--- config.mk ---
export PLATFORM = sky130hd
export DESIGN_NAME = ssa_slot_assigner
export DESIGN_NICKNAME = d
export VERILOG_FILES = /design/src/rtl/ssa_pkg.sv /design/src/rtl/ssa_countdown.sv /design/src/rtl/ssa_pair_fix.sv /design/src/rtl/ssa_lone_fix.sv /design/src/rtl/ssa_unique.sv /design/src/rtl/ssa_slot_assigner.sv
export SDC_FILE = /design/constraint.sdc
export NUM_CORES = 1
export LEC_CHECK = 0
export ABC_AREA = 1
export BUFFER_PORTS_ARGS = -buffer_cell sky130_fd_sc_hd__buf_2
export CORE_AREA = 2 2 62 58
export CTS_CLUSTER_SIZE = 25
export DETAILED_ROUTE_END_ITERATION = 10
export DIE_AREA = 0 0 64 60
export GPL_ROUTABILITY_DRIVEN = 1
export PLACE_DENSITY = 0.74
export REMOVE_ABC_BUFFERS = 1
export SKIP_LAST_GASP = 1
export SYNTH_ARGS = -nofsm -noshare
export SYNTH_HDL_FRONTEND = slang
export SYNTH_SLANG_ARGS = --single-unit
export TNS_END_PERCENT = 1
--- constraint.sdc ---
create_clock -name clk -period 1.5 [get_ports clk]
set_input_delay 0.3 -clock clk [delete_from_list [all_inputs] [get_ports clk]]
set_output_delay 0.3 -clock clk [all_outputs]
set_load 0.1 [all_outputs]
--- src/rtl/ssa_pkg.sv ---
package ssa_pkg;
  localparam int NUM_SLOTS = 4;
  localparam int SLOT_W    = $clog2(NUM_SLOTS);
  typedef logic [SLOT_W-1:0] slot_t;
endpackage

--- src/rtl/ssa_countdown.sv ---
// Greedy pass: walk instructions in index order with a falling candidate slot.
module ssa_countdown
  import ssa_pkg::*;
#(
  parameter int N = 6
) (
  input  logic [N-1:0]           active_i,
  input  logic [N*NUM_SLOTS-1:0] mask_i,
  output logic [N*SLOT_W-1:0]    slot_o,
  output logic                   underflow_o
);
  always_comb begin
    slot_t cand;
    slot_t pick;
    logic  found;
    cand        = slot_t'(NUM_SLOTS - 1);
    slot_o      = '0;
    underflow_o = 1'b0;
    for (int i = 0; i < N; i++) begin
      pick  = '0;
      found = 1'b0;
      if (active_i[i]) begin
        // highest allowed slot not above the candidate wins
        for (int s = 0; s < NUM_SLOTS; s++) begin
          if ((slot_t'(s) <= cand) && mask_i[i*NUM_SLOTS+s]) begin
            pick  = slot_t'(s);
            found = 1'b1;
          end
        end
        if (!found) underflow_o = 1'b1;
        slot_o[i*SLOT_W +: SLOT_W] = pick;
        cand = (pick == '0) ? '0 : pick - slot_t'(1);
      end
    end
  end
endmodule

--- src/rtl/ssa_pair_fix.sv ---
// Backward pass: the last selected instruction goes to slot 0, earlier ones to slot 1.
module ssa_pair_fix
  import ssa_pkg::*;
#(
  parameter int N = 6
) (
  input  logic [N-1:0]        sel_i,
  input  logic [N*SLOT_W-1:0] slot_i,
  output logic [N*SLOT_W-1:0] slot_o
);
  always_comb begin
    logic seen;
    seen   = 1'b0;
    slot_o = slot_i;
    for (int i = N - 1; i >= 0; i--) begin
      if (sel_i[i]) begin
        slot_o[i*SLOT_W +: SLOT_W] = seen ? slot_t'(1) : slot_t'(0);
        seen = 1'b1;
      end
    end
  end
endmodule

--- src/rtl/ssa_lone_fix.sv ---
// Slot 1 may not be used while slot 0 has no real occupant.
module ssa_lone_fix
  import ssa_pkg::*;
#(
  parameter int N = 6
) (
  input  logic [N-1:0]        active_i,
  input  logic [N-1:0]        loopend_i,
  input  logic [N*SLOT_W-1:0] slot_i,
  output logic [N*SLOT_W-1:0] slot_o
);
  always_comb begin
    logic zero_taken;
    logic move_pending;
    zero_taken = 1'b0;
    for (int i = 0; i < N; i++) begin
      if (active_i[i] && !loopend_i[i] && (slot_i[i*SLOT_W +: SLOT_W] == slot_t'(0)))
        zero_taken = 1'b1;
    end
    move_pending = !zero_taken;
    slot_o       = slot_i;
    // lowest-index holder of slot 1 is the one moved
    for (int i = 0; i < N; i++) begin
      if (move_pending && active_i[i] && (slot_i[i*SLOT_W +: SLOT_W] == slot_t'(1))) begin
        slot_o[i*SLOT_W +: SLOT_W] = slot_t'(0);
        move_pending = 1'b0;
      end
    end
  end
endmodule

--- src/rtl/ssa_unique.sv ---
// Detects two real instructions sharing one slot; loop-end entries are exempt.
module ssa_unique
  import ssa_pkg::*;
#(
  parameter int N = 6
) (
  input  logic [N-1:0]        active_i,
  input  logic [N-1:0]        loopend_i,
  input  logic [N*SLOT_W-1:0] slot_i,
  output logic                clash_o
);
  always_comb begin
    logic [NUM_SLOTS-1:0] used;
    used    = '0;
    clash_o = 1'b0;
    for (int i = 0; i < N; i++) begin
      if (active_i[i] && !loopend_i[i]) begin
        if (used[slot_i[i*SLOT_W +: SLOT_W]]) clash_o = 1'b1;
        used[slot_i[i*SLOT_W +: SLOT_W]] = 1'b1;
      end
    end
  end
endmodule

--- src/rtl/ssa_slot_assigner.sv ---
module ssa_slot_assigner
  import ssa_pkg::*;
#(
  parameter int N     = 6,
  localparam int CNT_W = $clog2(N + 1)
) (
  input  logic                   clk,
  input  logic                   rst_n,
  input  logic                   in_valid,
  output logic                   in_ready,
  input  logic [CNT_W-1:0]       in_count,
  input  logic [N*NUM_SLOTS-1:0] in_mask,
  input  logic [N-1:0]           in_mem,
  input  logic [N-1:0]           in_duplex,
  input  logic [N-1:0]           in_loopend,
  output logic                   out_valid,
  input  logic                   out_ready,
  output logic [N*SLOT_W-1:0]    out_slot,
  output logic                   out_invalid
);
  logic [N-1:0]        active;
  logic [N*SLOT_W-1:0] greedy_slot, mem_slot, dup_slot, final_slot;
  logic                underflow, clash;

  // live-entry decode
  for (genvar g = 0; g < N; g++) begin : g_active
    assign active[g] = (CNT_W'(g) < in_count);
  end

  ssa_countdown #(.N(N)) u_countdown (
    .active_i    (active),
    .mask_i      (in_mask),
    .slot_o      (greedy_slot),
    .underflow_o (underflow)
  );

  ssa_pair_fix #(.N(N)) u_mem_fix (
    .sel_i  (active & in_mem),
    .slot_i (greedy_slot),
    .slot_o (mem_slot)
  );

  ssa_pair_fix #(.N(N)) u_dup_fix (
    .sel_i  (active & in_duplex),
    .slot_i (mem_slot),
    .slot_o (dup_slot)
  );

  ssa_lone_fix #(.N(N)) u_lone_fix (
    .active_i  (active),
    .loopend_i (in_loopend),
    .slot_i    (dup_slot),
    .slot_o    (final_slot)
  );

  ssa_unique #(.N(N)) u_unique (
    .active_i  (active),
    .loopend_i (in_loopend),
    .slot_i    (final_slot),
    .clash_o   (clash)
  );

  // handshake and output stage
  logic                valid_q, valid_d, load;
  logic [N*SLOT_W-1:0] slot_q;
  logic                inv_q;

  assign in_ready = !valid_q || out_ready;
  assign load     = in_valid && in_ready;

  always_comb begin
    if (load)           valid_d = 1'b1;
    else if (out_ready) valid_d = 1'b0;
    else                valid_d = valid_q;
  end

  always_ff @(posedge clk or negedge rst_n) begin
    if (!rst_n) valid_q <= 1'b0;
    else        valid_q <= valid_d;
  end

  always_ff @(posedge clk or negedge rst_n) begin
    if (!rst_n) begin
      slot_q <= '0;
      inv_q  <= 1'b0;
    end else if (load) begin
      slot_q <= final_slot;
      inv_q  <= underflow || clash;
    end
  end

  assign out_valid   = valid_q;
  assign out_slot    = slot_q;
  assign out_invalid = inv_q;
endmodule

==> impl_metrics.env, run 1 <==
export IMPL_outcome="finished with violations"
export IMPL_failed_checks="setup timing"
export IMPL_die_area_sq_um=3840
export IMPL_antenna_found_initial=0
export IMPL_utilization=0.635
export IMPL_synth_distinct_cells=25
export IMPL_grt_max_degree=17
export IMPL_pin_count=64
export IMPL_avgViaCountPerCell=4.59
export IMPL_endpoint_kind="flop"
export IMPL_slowest_stage="a2111o_1"
export IMPL_nFillCells=297
export IMPL_path_clk_slew_ns=0.08
export IMPL_crit_fanout=8
export IMPL_ys_warn_count=0
export IMPL_timing_hold_ws_ns=0.395
export IMPL_cts_buffer_depth=2
export IMPL_max_cap_viol_count=0
export IMPL_final_period_utilization=1.46
export IMPL_synth_cells=211
export IMPL_critPathMaxStageDelay_ns=0.35
export IMPL_power_leakage_nw=1.19
export IMPL_finalInstanceArea_sq_um=2050
export IMPL_sw_frac_of_total=0.442
export IMPL_fin_nets=364
export IMPL_p_sw_mw=0.663
export IMPL_cts_tree="done"
export IMPL_ys_ff_latch=14
export IMPL_wl_per_cell_um=9.65
export IMPL_drt_total_wl_mm=3.46
export IMPL_grt_ovfl_total=0
export IMPL_arrival_ns=2.36
export IMPL_area_delta_synth_final_pct=63.1
export IMPL_finalHoldViolations=0
export IMPL_dr_pass1_iters=4
export IMPL_dpl_hpwl_mm=2.98
export IMPL_seqPwrFrac=0.283
export IMPL_num_antenna_cells=0
export IMPL_synth_area_per_cell_sq_um=5.95
export IMPL_relSlewSlack=0.676
export IMPL_drt_iter0_markers=102
export IMPL_start_util=0.389
export IMPL_critPathKind="input pin to flop"
export IMPL_die_y_um=60
export IMPL_fp_dieW_um=64
export IMPL_grt_first_pass_wirelength_mm=5.44
export IMPL_core_sq_um=3230
export IMPL_synth_top_area_share=0.279
export IMPL_gp_congestion=0.875
export IMPL_ys_seq_area_frac=0.279
export IMPL_fin_ws_ns=-0.683
export IMPL_rows=20
export IMPL_cts_root_buffer="clkbuf_4"
export IMPL_gr_usage_all_layers=0.179
export IMPL_hold_class="input pin to flop"
export IMPL_vias=1645
export IMPL_ir_drop_uv=245
export IMPL_required_ns=1.68
export IMPL_tightest_slew_ns=0.489
export IMPL_intPower_mw=0.837
export IMPL_drc_errors=0
export IMPL_portBuffers=53
export IMPL_netlist_top_cell_by_area="dfrtp_1"
export IMPL_postRouteAntennaNets=0
export IMPL_synth_area_top_cells="dfrtp_1, nand2_1, nand3_1"
export IMPL_slew_viol_final=0
export IMPL_clock_latency_ns=0.28
export IMPL_fmax_ghz=0.458
export IMPL_place_ws_ns=-0.932
export IMPL_start_kind="input pin"
export IMPL_rsz0062_at_grt="true"
export IMPL_clockPowerShare=0.173
export IMPL_finalCriticalPeriod_ns=2.18
export IMPL_combPwrFrac=0.544
export IMPL_clock_skew_ns=0.00164
export IMPL_grt_pass1_vias=1428
export IMPL_powerDensity_nw_per_um2=732
export IMPL_drive_above_1_share=0.414
export IMPL_ctsHtreeMaxLevel=1
export IMPL_clock_sink_count=14
export IMPL_placed_area_sq_um=1890
export IMPL_syn_area_sq_um=1260
export IMPL_cts_buffers=3
export IMPL_setup_violations=6
export IMPL_crit_chain="buf_12, nor2_4, nand2_4, a21oi_4, buf_4, nor3_1, a2111o_1, nor4_1, o21ai_0, nor2_1, nand3_1, nor2_1, nand3_1, nand2_1, inv_1"
==> per-stage QoR <==
stage,std cells,power [mW],setup TNS [ns]
final,358,1.50,-1.80
after global routing,358,1.60,-2.57
after CTS,354,1.47,-1.79
after detailed placement,348,1.21,-3.71
after global placement,348,1.20,-3.48
after floorplan,209,0.929,-16.47
==> synth_stat cells <==
cell type,instances
nor2_1,25
o21ai_1,3
nand3_2,1
a21oi_2,1
a21boi_1,1
nand2_4,1
nand2_2,5
nand4_1,5
nand4_4,1
nor3_1,3
inv_2,4
o2bb2ai_1,1
a21oi_1,2
a2111o_1,1
or2_2,1
dfrtp_1,14
nand3_1,26
or2_1,1
inv_1,32
o21ai_0,11
buf_6,1
clkbuf_1,1
nand2_1,66
nor4_1,2
nor2_4,2
==> path summary, 6_finish.rpt <==
path / from / endpoint / slack, ns / depth (start not counted)
max: in_count[2] / out_invalid$_DFFE_PN0P_ / -0.68 / 15
min: out_ready / out_valid$_DFFE_PN0P_ / 0.39 / 5
max reg2reg: out_valid$_DFFE_PN0P_ / out_invalid$_DFFE_PN0P_ / -0.58 / 11
min reg2reg: out_slot[6]$_DFFE_PN0P_ / out_slot[6]$_DFFE_PN0P_ / 0.49 / 2
max in group asynchronous: rst_n / out_slot[9]$_DFFE_PN0P_ / 0.85 / 2
min in group asynchronous: rst_n / out_slot[7]$_DFFE_PN0P_ / 0.43 / 2
==> area by class of cell <==
cell class	instances	area, sq um	share of cell area
multi-input combinational	159	808	0.394
timing repair buffer	101	664	0.324
inverter	36	135	0.0659
tap	44	55.1	0.0269
clock buffer	4	36.3	0.0177
sequential	14	350	0.171
==> power by group through the flow <==
stage	Clock, mW	Combinational, mW	Sequential, mW
after global routing	0.296	0.876	0.429
after detailed placement	0	0.777	0.432
after CTS	0.267	0.782	0.425
final	0.260	0.817	0.424
after floorplan	0	0.265	0.664
after global placement	0	0.765	0.431
==> critical path: cells and delay by family <==
| family | cells | cell delay [ns] |
|---|---|---|
| and+or+nand+nor | 9 | 1.11 |
| AOI/OAI and AO/OA | 3 | 0.69 |
| buffers and inverters | 3 | 0.27 |
==> timing repair <==
item / in CTS / in global routing
setup endpoints to repair: 6 / 6
endpoints found under the hold margin: 14 / 0
resized for setup: 0 / 20
pin swaps: 1 / 15
buffers inserted: 1 / 4
hold buffers: 1 / 0
==> registers in the layout (all words and copies together) (netlist names) <==
signal       cells
out_invalid      1
out_slot        12
out_valid        1
==> cell families after synthesis <==
logic type / synth area share
simple gates: 0.509
buf+inv: 0.120
compound gates: 0.0926
flops: 0.279
==> cell usage in the layout (no fill, tap or decap), drive strengths merged <==
cell type      n
nor4           2
nand3         27
nor3           3
clkbuf         4
dfrtp         14
nand4          6
o2bb2ai        1
buf          100
nand2         72
a21oi          3
a21boi         1
dlygate4sd3    1
inv           36
a2111o         1
o21ai         14
or2            2
nor2          27
==> metal layers <==
metal  global-route usage  share of wire
met5                    0              0
met4               0.0559          0.011
met3               0.0207          0.048
met2                0.351           0.50
met1                0.204           0.44
(Power assumes the default switching activity.)
==> run 2, diff against run 1 <==
CTS_BUF_LIST = sky130_fd_sc_hd__clkbuf_8 sky130_fd_sc_hd__clkbuf_16   (was not set)
==> run 2 against run 1 <==
Net effect:
- the flow still finishes with violations (setup timing)
- clock power up 37%
- worst hold slack better by 0.039 ns
- critical path depth unchanged
- die area unchanged
- sequential share of layout area down 0.16 points
- design area up 0.92%
- largest power group unchanged
- highest routed layer unchanged
==> impl_metrics.env, run 2 (synthesis gave the netlist of run 1 again) <==
export IMPL_core_sq_um=3230
export IMPL_hold_class="input pin to flop"
export IMPL_num_antenna_cells=0
export IMPL_cts_root_buffer="clkbuf_8"
export IMPL_pin_count=64
export IMPL_dp_cells=348
export IMPL_utilization=0.641
export IMPL_required_ns=1.64
export IMPL_final_cell_mix="nand2_1, buf_2, buf_4, inv_1, nor2_1"
export IMPL_ir_drop_uv=277
export IMPL_antenna_found_initial=0
export IMPL_rsz0062_at_grt="true"
export IMPL_wl_per_cell_um=9.76
export IMPL_placed_area_sq_um=1890
export IMPL_slew_viol_final=0
export IMPL_setup_violations=6
export IMPL_grt_max_degree=17
export IMPL_tightest_slew_ns=0.490
export IMPL_start_util=0.389
export IMPL_finalHoldViolations=0
export IMPL_fin_cells=358
export IMPL_drc_errors=0
export IMPL_cts_buffer_depth=2
export IMPL_drive_above_1_share=0.414
export IMPL_gp_congestion=0.875
export IMPL_fp_dieW_um=64
export IMPL_grt_pass1_vias=1428
export IMPL_final_period_utilization=1.49
export IMPL_r2r_slack_ns=-0.58
export IMPL_ctsHtreeMaxLevel=1
export IMPL_dpl_hpwl_mm=2.98
export IMPL_drt_total_wl_mm=3.49
export IMPL_drt_iter0_markers=107
export IMPL_finalCriticalPeriod_ns=2.23
export IMPL_avgViaCountPerCell=4.59
export IMPL_largest_reg_flops=12
export IMPL_fmax_ghz=0.449
export IMPL_nFillCells=295
export IMPL_final_common_cell="nand2_1"
export IMPL_finalInstanceArea_sq_um=2070
export IMPL_clock_latency_ns=0.24
export IMPL_rows=20
export IMPL_gr_usage_all_layers=0.182
export IMPL_dr_pass1_iters=4
export IMPL_start_kind="input pin"
export IMPL_power_mw=1.60
export IMPL_clock_sink_count=14
export IMPL_powerDensity_nw_per_um2=773
export IMPL_endpoint_kind="flop"
export IMPL_relSlewSlack=0.676
export IMPL_crit_fanout=8
export IMPL_die_area_sq_um=3840
export IMPL_fin_ws_ns=-0.728
export IMPL_area_delta_synth_final_pct=64.6
export IMPL_failed_checks="setup timing"
export IMPL_postRouteAntennaNets=0
export IMPL_clock_skew_ns=0.000370
export IMPL_power_leakage_nw=1.20
export IMPL_vias=1644
export IMPL_grt_ovfl_total=0
export IMPL_timing_hold_ws_ns=0.433
export IMPL_place_ws_ns=-0.932
export IMPL_outcome="finished with violations"
export IMPL_fin_nets=364
export IMPL_cts_buffers=3
export IMPL_grt_first_pass_wirelength_mm=5.47
export IMPL_path_clk_slew_ns=0.05
export IMPL_portBuffers=53
export IMPL_die_y_um=60
export IMPL_cts_tree="done"
export IMPL_finalSetupTns_ns=-2.05
export IMPL_critPathKind="input pin to flop"
export IMPL_max_cap_viol_count=0
export IMPL_arrival_ns=2.37
[run 2: cell counts in the layout (fill, tap and decap cells not counted)]
Identical to the previous run, type by type.
[run 2: final timing paths]
kind / start / to / cells after the start
setup / recovery: in_count[2] / out_invalid$_DFFE_PN0P_ / 15
hold / removal: out_ready / out_valid$_DFFE_PN0P_ / 5
setup reg to reg: out_valid$_DFFE_PN0P_ / out_invalid$_DFFE_PN0P_ / 11
hold reg to reg: out_slot[6]$_DFFE_PN0P_ / out_slot[6]$_DFFE_PN0P_ / 2
max in group asynchronous: rst_n / out_valid$_DFFE_PN0P_ / 2
min in group asynchronous: rst_n / out_slot[7]$_DFFE_PN0P_ / 2
[run 2: layout make-up]
type,instances,area (sq um),area share
Sequential cell,14,350,0.169
Tap cell,44,55.1,0.0266
Inverter,36,135,0.0653
Clock buffer,4,55.1,0.0266
Multi-Input combinational cell,159,808,0.391
Timing Repair Buffer,101,664,0.321
[run 2: critical path: stages]
cell and delay, ns:
buf_12 0.11, nor2_4 0.15, nand2_4 0.11, a21oi_4 0.17, buf_4 0.12, nor3_1 0.04
a2111o_1 0.35, nor4_1 0.33, o21ai_0 0.17, nor2_1 0.14, nand3_1 0.10, nor2_1 0.10
nand3_1 0.08, nand2_1 0.07, inv_1 0.04
[run 2: where the power goes]
part | internal, mW | total, mW | leakage, nW | switching [mW]
Sequential | 0.410 | 0.425 | 0.183 | 0.0158
Combinational | 0.281 | 0.816 | 0.984 | 0.535
Clock | 0.232 | 0.357 | 0.0288 | 0.124
Total | 0.923 | 1.60 | 1.20 | 0.675
[run 2: timing repair]
action / in CTS / in global routing
setup endpoints to repair: 6 / 6
pin swaps: 1 / 15
setup buffers: 1 / 4
hold buffers: 1 / 0
resized for setup: 0 / 20
hold endpoints to repair: 14 / 0
[run 2: routing by layer]
| layer | global-route usage | routed length, um | vias to the layer above |
|---|---|---|---|
| met5 | 0 | 0 | - |
| met4 | 0.0745 | 53 | 0 |
| met3 | 0.0207 | 175 | 5 |
| met2 | 0.353 | 1750 | 54 |
| met1 | 0.204 | 1520 | 708 |
| li1 | - | - | 877 |
==> run 3, diff against run 2 <==
PLACE_DENSITY = 0.85   (was 0.74)
==> run 3 against run 2 <==
Net effect:
- the run still ends with setup timing left
- setup slack improved by 0.12 ns
- worst hold slack improved by 0.0039 ns
- sequential cell count did not move
- count of clock-buffer cells in the layout did not move
- fmax rose by 5.5%
- largest cell class unchanged
==> impl_metrics.env, run 3 (synthesis gave the netlist of run 1 again) <==
export IMPL_outcome="finished with violations"
export IMPL_failed_checks="setup timing"
export IMPL_cts_buffer_depth=2
export IMPL_clock_sink_count=14
export IMPL_final_cell_mix="nand2_1, buf_2, buf_4, inv_1, nor2_1"
export IMPL_crit_fanout=7
export IMPL_slew_viol_final=0
export IMPL_vias=1651
export IMPL_intPower_mw=0.911
export IMPL_combPwrFrac=0.509
export IMPL_min_path_cells=5
export IMPL_clock_latency_ns=0.24
export IMPL_gp_congestion=0.878
export IMPL_tightest_slew_ns=0.487
export IMPL_path_clk_slew_ns=0.05
export IMPL_drc_errors=0
export IMPL_ir_drop_uv=281
export IMPL_dr_pass1_iters=4
export IMPL_seqPwrFrac=0.267
export IMPL_dpl_hpwl_mm=2.99
export IMPL_holdCritStartpoint="out_ready"
export IMPL_postRouteAntennaNets=0
export IMPL_fmax_ghz=0.473
export IMPL_finalCriticalPeriod_ns=2.11
export IMPL_p_sw_mw=0.679
export IMPL_grt_max_degree=15
export IMPL_portBuffers=53
export IMPL_powerDensity_nw_per_um2=788
export IMPL_r2r_start="out_valid$_DFFE_PN0P_"
export IMPL_power_leakage_nw=1.17
export IMPL_top_usage_layer="met2"
export IMPL_regArea_sq_um=350
export IMPL_wl_per_cell_um=10.2
export IMPL_crit_family="simple AND/OR/NAND/NOR gates"
export IMPL_cts_root_buffer="clkbuf_8"
export IMPL_relSlewSlack=0.677
export IMPL_drt_total_wl_mm=3.62
export IMPL_rows=20
export IMPL_start_util=0.389
export IMPL_gr_usage_all_layers=0.202
export IMPL_multi_input_area_sq_um=792
export IMPL_clockPowerShare=0.225
export IMPL_antenna_found_initial=0
export IMPL_grt_first_pass_wirelength_mm=6.11
export IMPL_gr_usage_met3=0.0151
export IMPL_fin_nets=359
export IMPL_core_sq_um=3230
export IMPL_num_antenna_cells=0
export IMPL_cts_tree="done"
export IMPL_arrival_ns=2.25
export IMPL_fp_dieW_um=64
export IMPL_max_cap_viol_count=0
export IMPL_reg2reg_to="out_invalid$_DFFE_PN0P_"
export IMPL_die_y_um=60
export IMPL_met1_usage=0.233
export IMPL_finalHoldViolations=0
export IMPL_r2r_cells=11
export IMPL_critPathMaxStageDelay_ns=0.14
export IMPL_slowest_stage="nor2_4"
export IMPL_critPathBufInv=4
export IMPL_rsz0062_at_grt="true"
export IMPL_utilization=0.625
export IMPL_grt_pass1_vias=1533
export IMPL_hold_class="input pin to flop"
export IMPL_start_kind="input pin"
export IMPL_endpoint_kind="flop"
export IMPL_critPathKind="input pin to flop"
export IMPL_sw_frac_of_total=0.427
export IMPL_largest_reg_flops=12
export IMPL_required_ns=1.64
export IMPL_crit_chain="buf_12, nor2_4, buf_4, nand3_1, nand2_1, nand2_1, nand3_1, nand2_1, nand2_1, nand3_2, nand4_4, nor2_4, nand2_2, nand2_1, nand2_1, nand2_2, inv_2, nand3_2, nand2_1, nand3_1, nor2_1, nand3_1, nand2_1, inv_1"
export IMPL_die_area_sq_um=3840
export IMPL_setup_violations=6
export IMPL_drive_above_1_share=0.398
export IMPL_avgViaCountPerCell=4.68
export IMPL_fin_ws_ns=-0.612
export IMPL_placed_area_sq_um=1870
export IMPL_ctsHtreeMaxLevel=1
export IMPL_r2r_slack_ns=-0.43
export IMPL_timing_critical_path_mode_cell="nand2_1"
export IMPL_use_met2=0.381
export IMPL_pin_count=64
export IMPL_nFillCells=305
export IMPL_drt_iter0_markers=78
export IMPL_area_delta_synth_final_pct=60.6
export IMPL_final_period_utilization=1.41
export IMPL_final_common_cell="nand2_1"
export IMPL_finalInstanceArea_sq_um=2020
export IMPL_cts_buffers=3
export IMPL_grt_ovfl_total=0
export IMPL_hold_path_end="out_valid$_DFFE_PN0P_"
export IMPL_clock_skew_ns=0.000450
run 3: metal layers:
| metal | wire [um] | up-vias |
|---|---|---|
| met4 | 81 | 0 |
| met5 | 0 | - |
| met3 | 183 | 11 |
| met2 | 1780 | 51 |
| li1 | - | 869 |
| met1 | 1570 | 720 |
run 3: worst min-delay path, delay by kind of cell:
kind	cells	cell delay [ns]
buffers and inverters	3	0.23
AND/OR/NAND/NOR	2	0.11
run 3: worst max-delay path by stage:
stage,start,to,cells after the start
CTS,in_count[1],out_invalid$_DFFE_PN0P_,21
global placement,in_count[2],out_invalid$_DFFE_PN0P_,16
floorplan,out_valid$_DFFE_PN0P_,out_invalid$_DFFE_PN0P_,11
global route,in_count[0],out_invalid$_DFFE_PN0P_,25
finish,in_count[2],out_invalid$_DFFE_PN0P_,24
detailed placement,in_count[2],out_invalid$_DFFE_PN0P_,23
run 3: through the flow:
step | hold WS [ns] | TNS (ns) | setup WS, ns | power (mW) | cells
global placement | 0.199 | -3.17 | -0.851 | 1.19 | 345
detailed placement | 0.207 | -3.60 | -0.896 | 1.20 | 345
floorplan | 0.00441 | -16.47 | -1.75 | 0.929 | 209
CTS | 0.435 | -2.04 | -0.620 | 1.59 | 353
finish | 0.437 | -1.83 | -0.612 | 1.59 | 353
global route | 0.465 | -2.83 | -0.820 | 1.69 | 353
run 3: area by class of cell:
class	count	share of cell area
Tap cell	44	0.0273
Multi-Input combinational cell	159	0.393
Clock buffer	4	0.0273
Timing Repair Buffer	96	0.311
Sequential cell	14	0.174
Inverter	36	0.0682
run 3: timing repair:
action                                 in CTS  in global routing
gates resized for setup                     9                  7
setup buffers                               3                  0
endpoints found under the hold margin      14                  0
setup endpoints to repair                   6                  6
pin swaps                                   6                 18
hold buffers                                1                  0
run 3: power groups by stage:
| stage | logic (mW) | registers, mW | clock network (mW) |
|---|---|---|---|
| after CTS | 0.796 | 0.424 | 0.368 |
| final | 0.809 | 0.424 | 0.358 |
| after floorplan | 0.265 | 0.664 | 0 |
| after global routing | 0.871 | 0.428 | 0.386 |
| after detailed placement | 0.770 | 0.430 | 0 |
| after global placement | 0.755 | 0.430 | 0 |
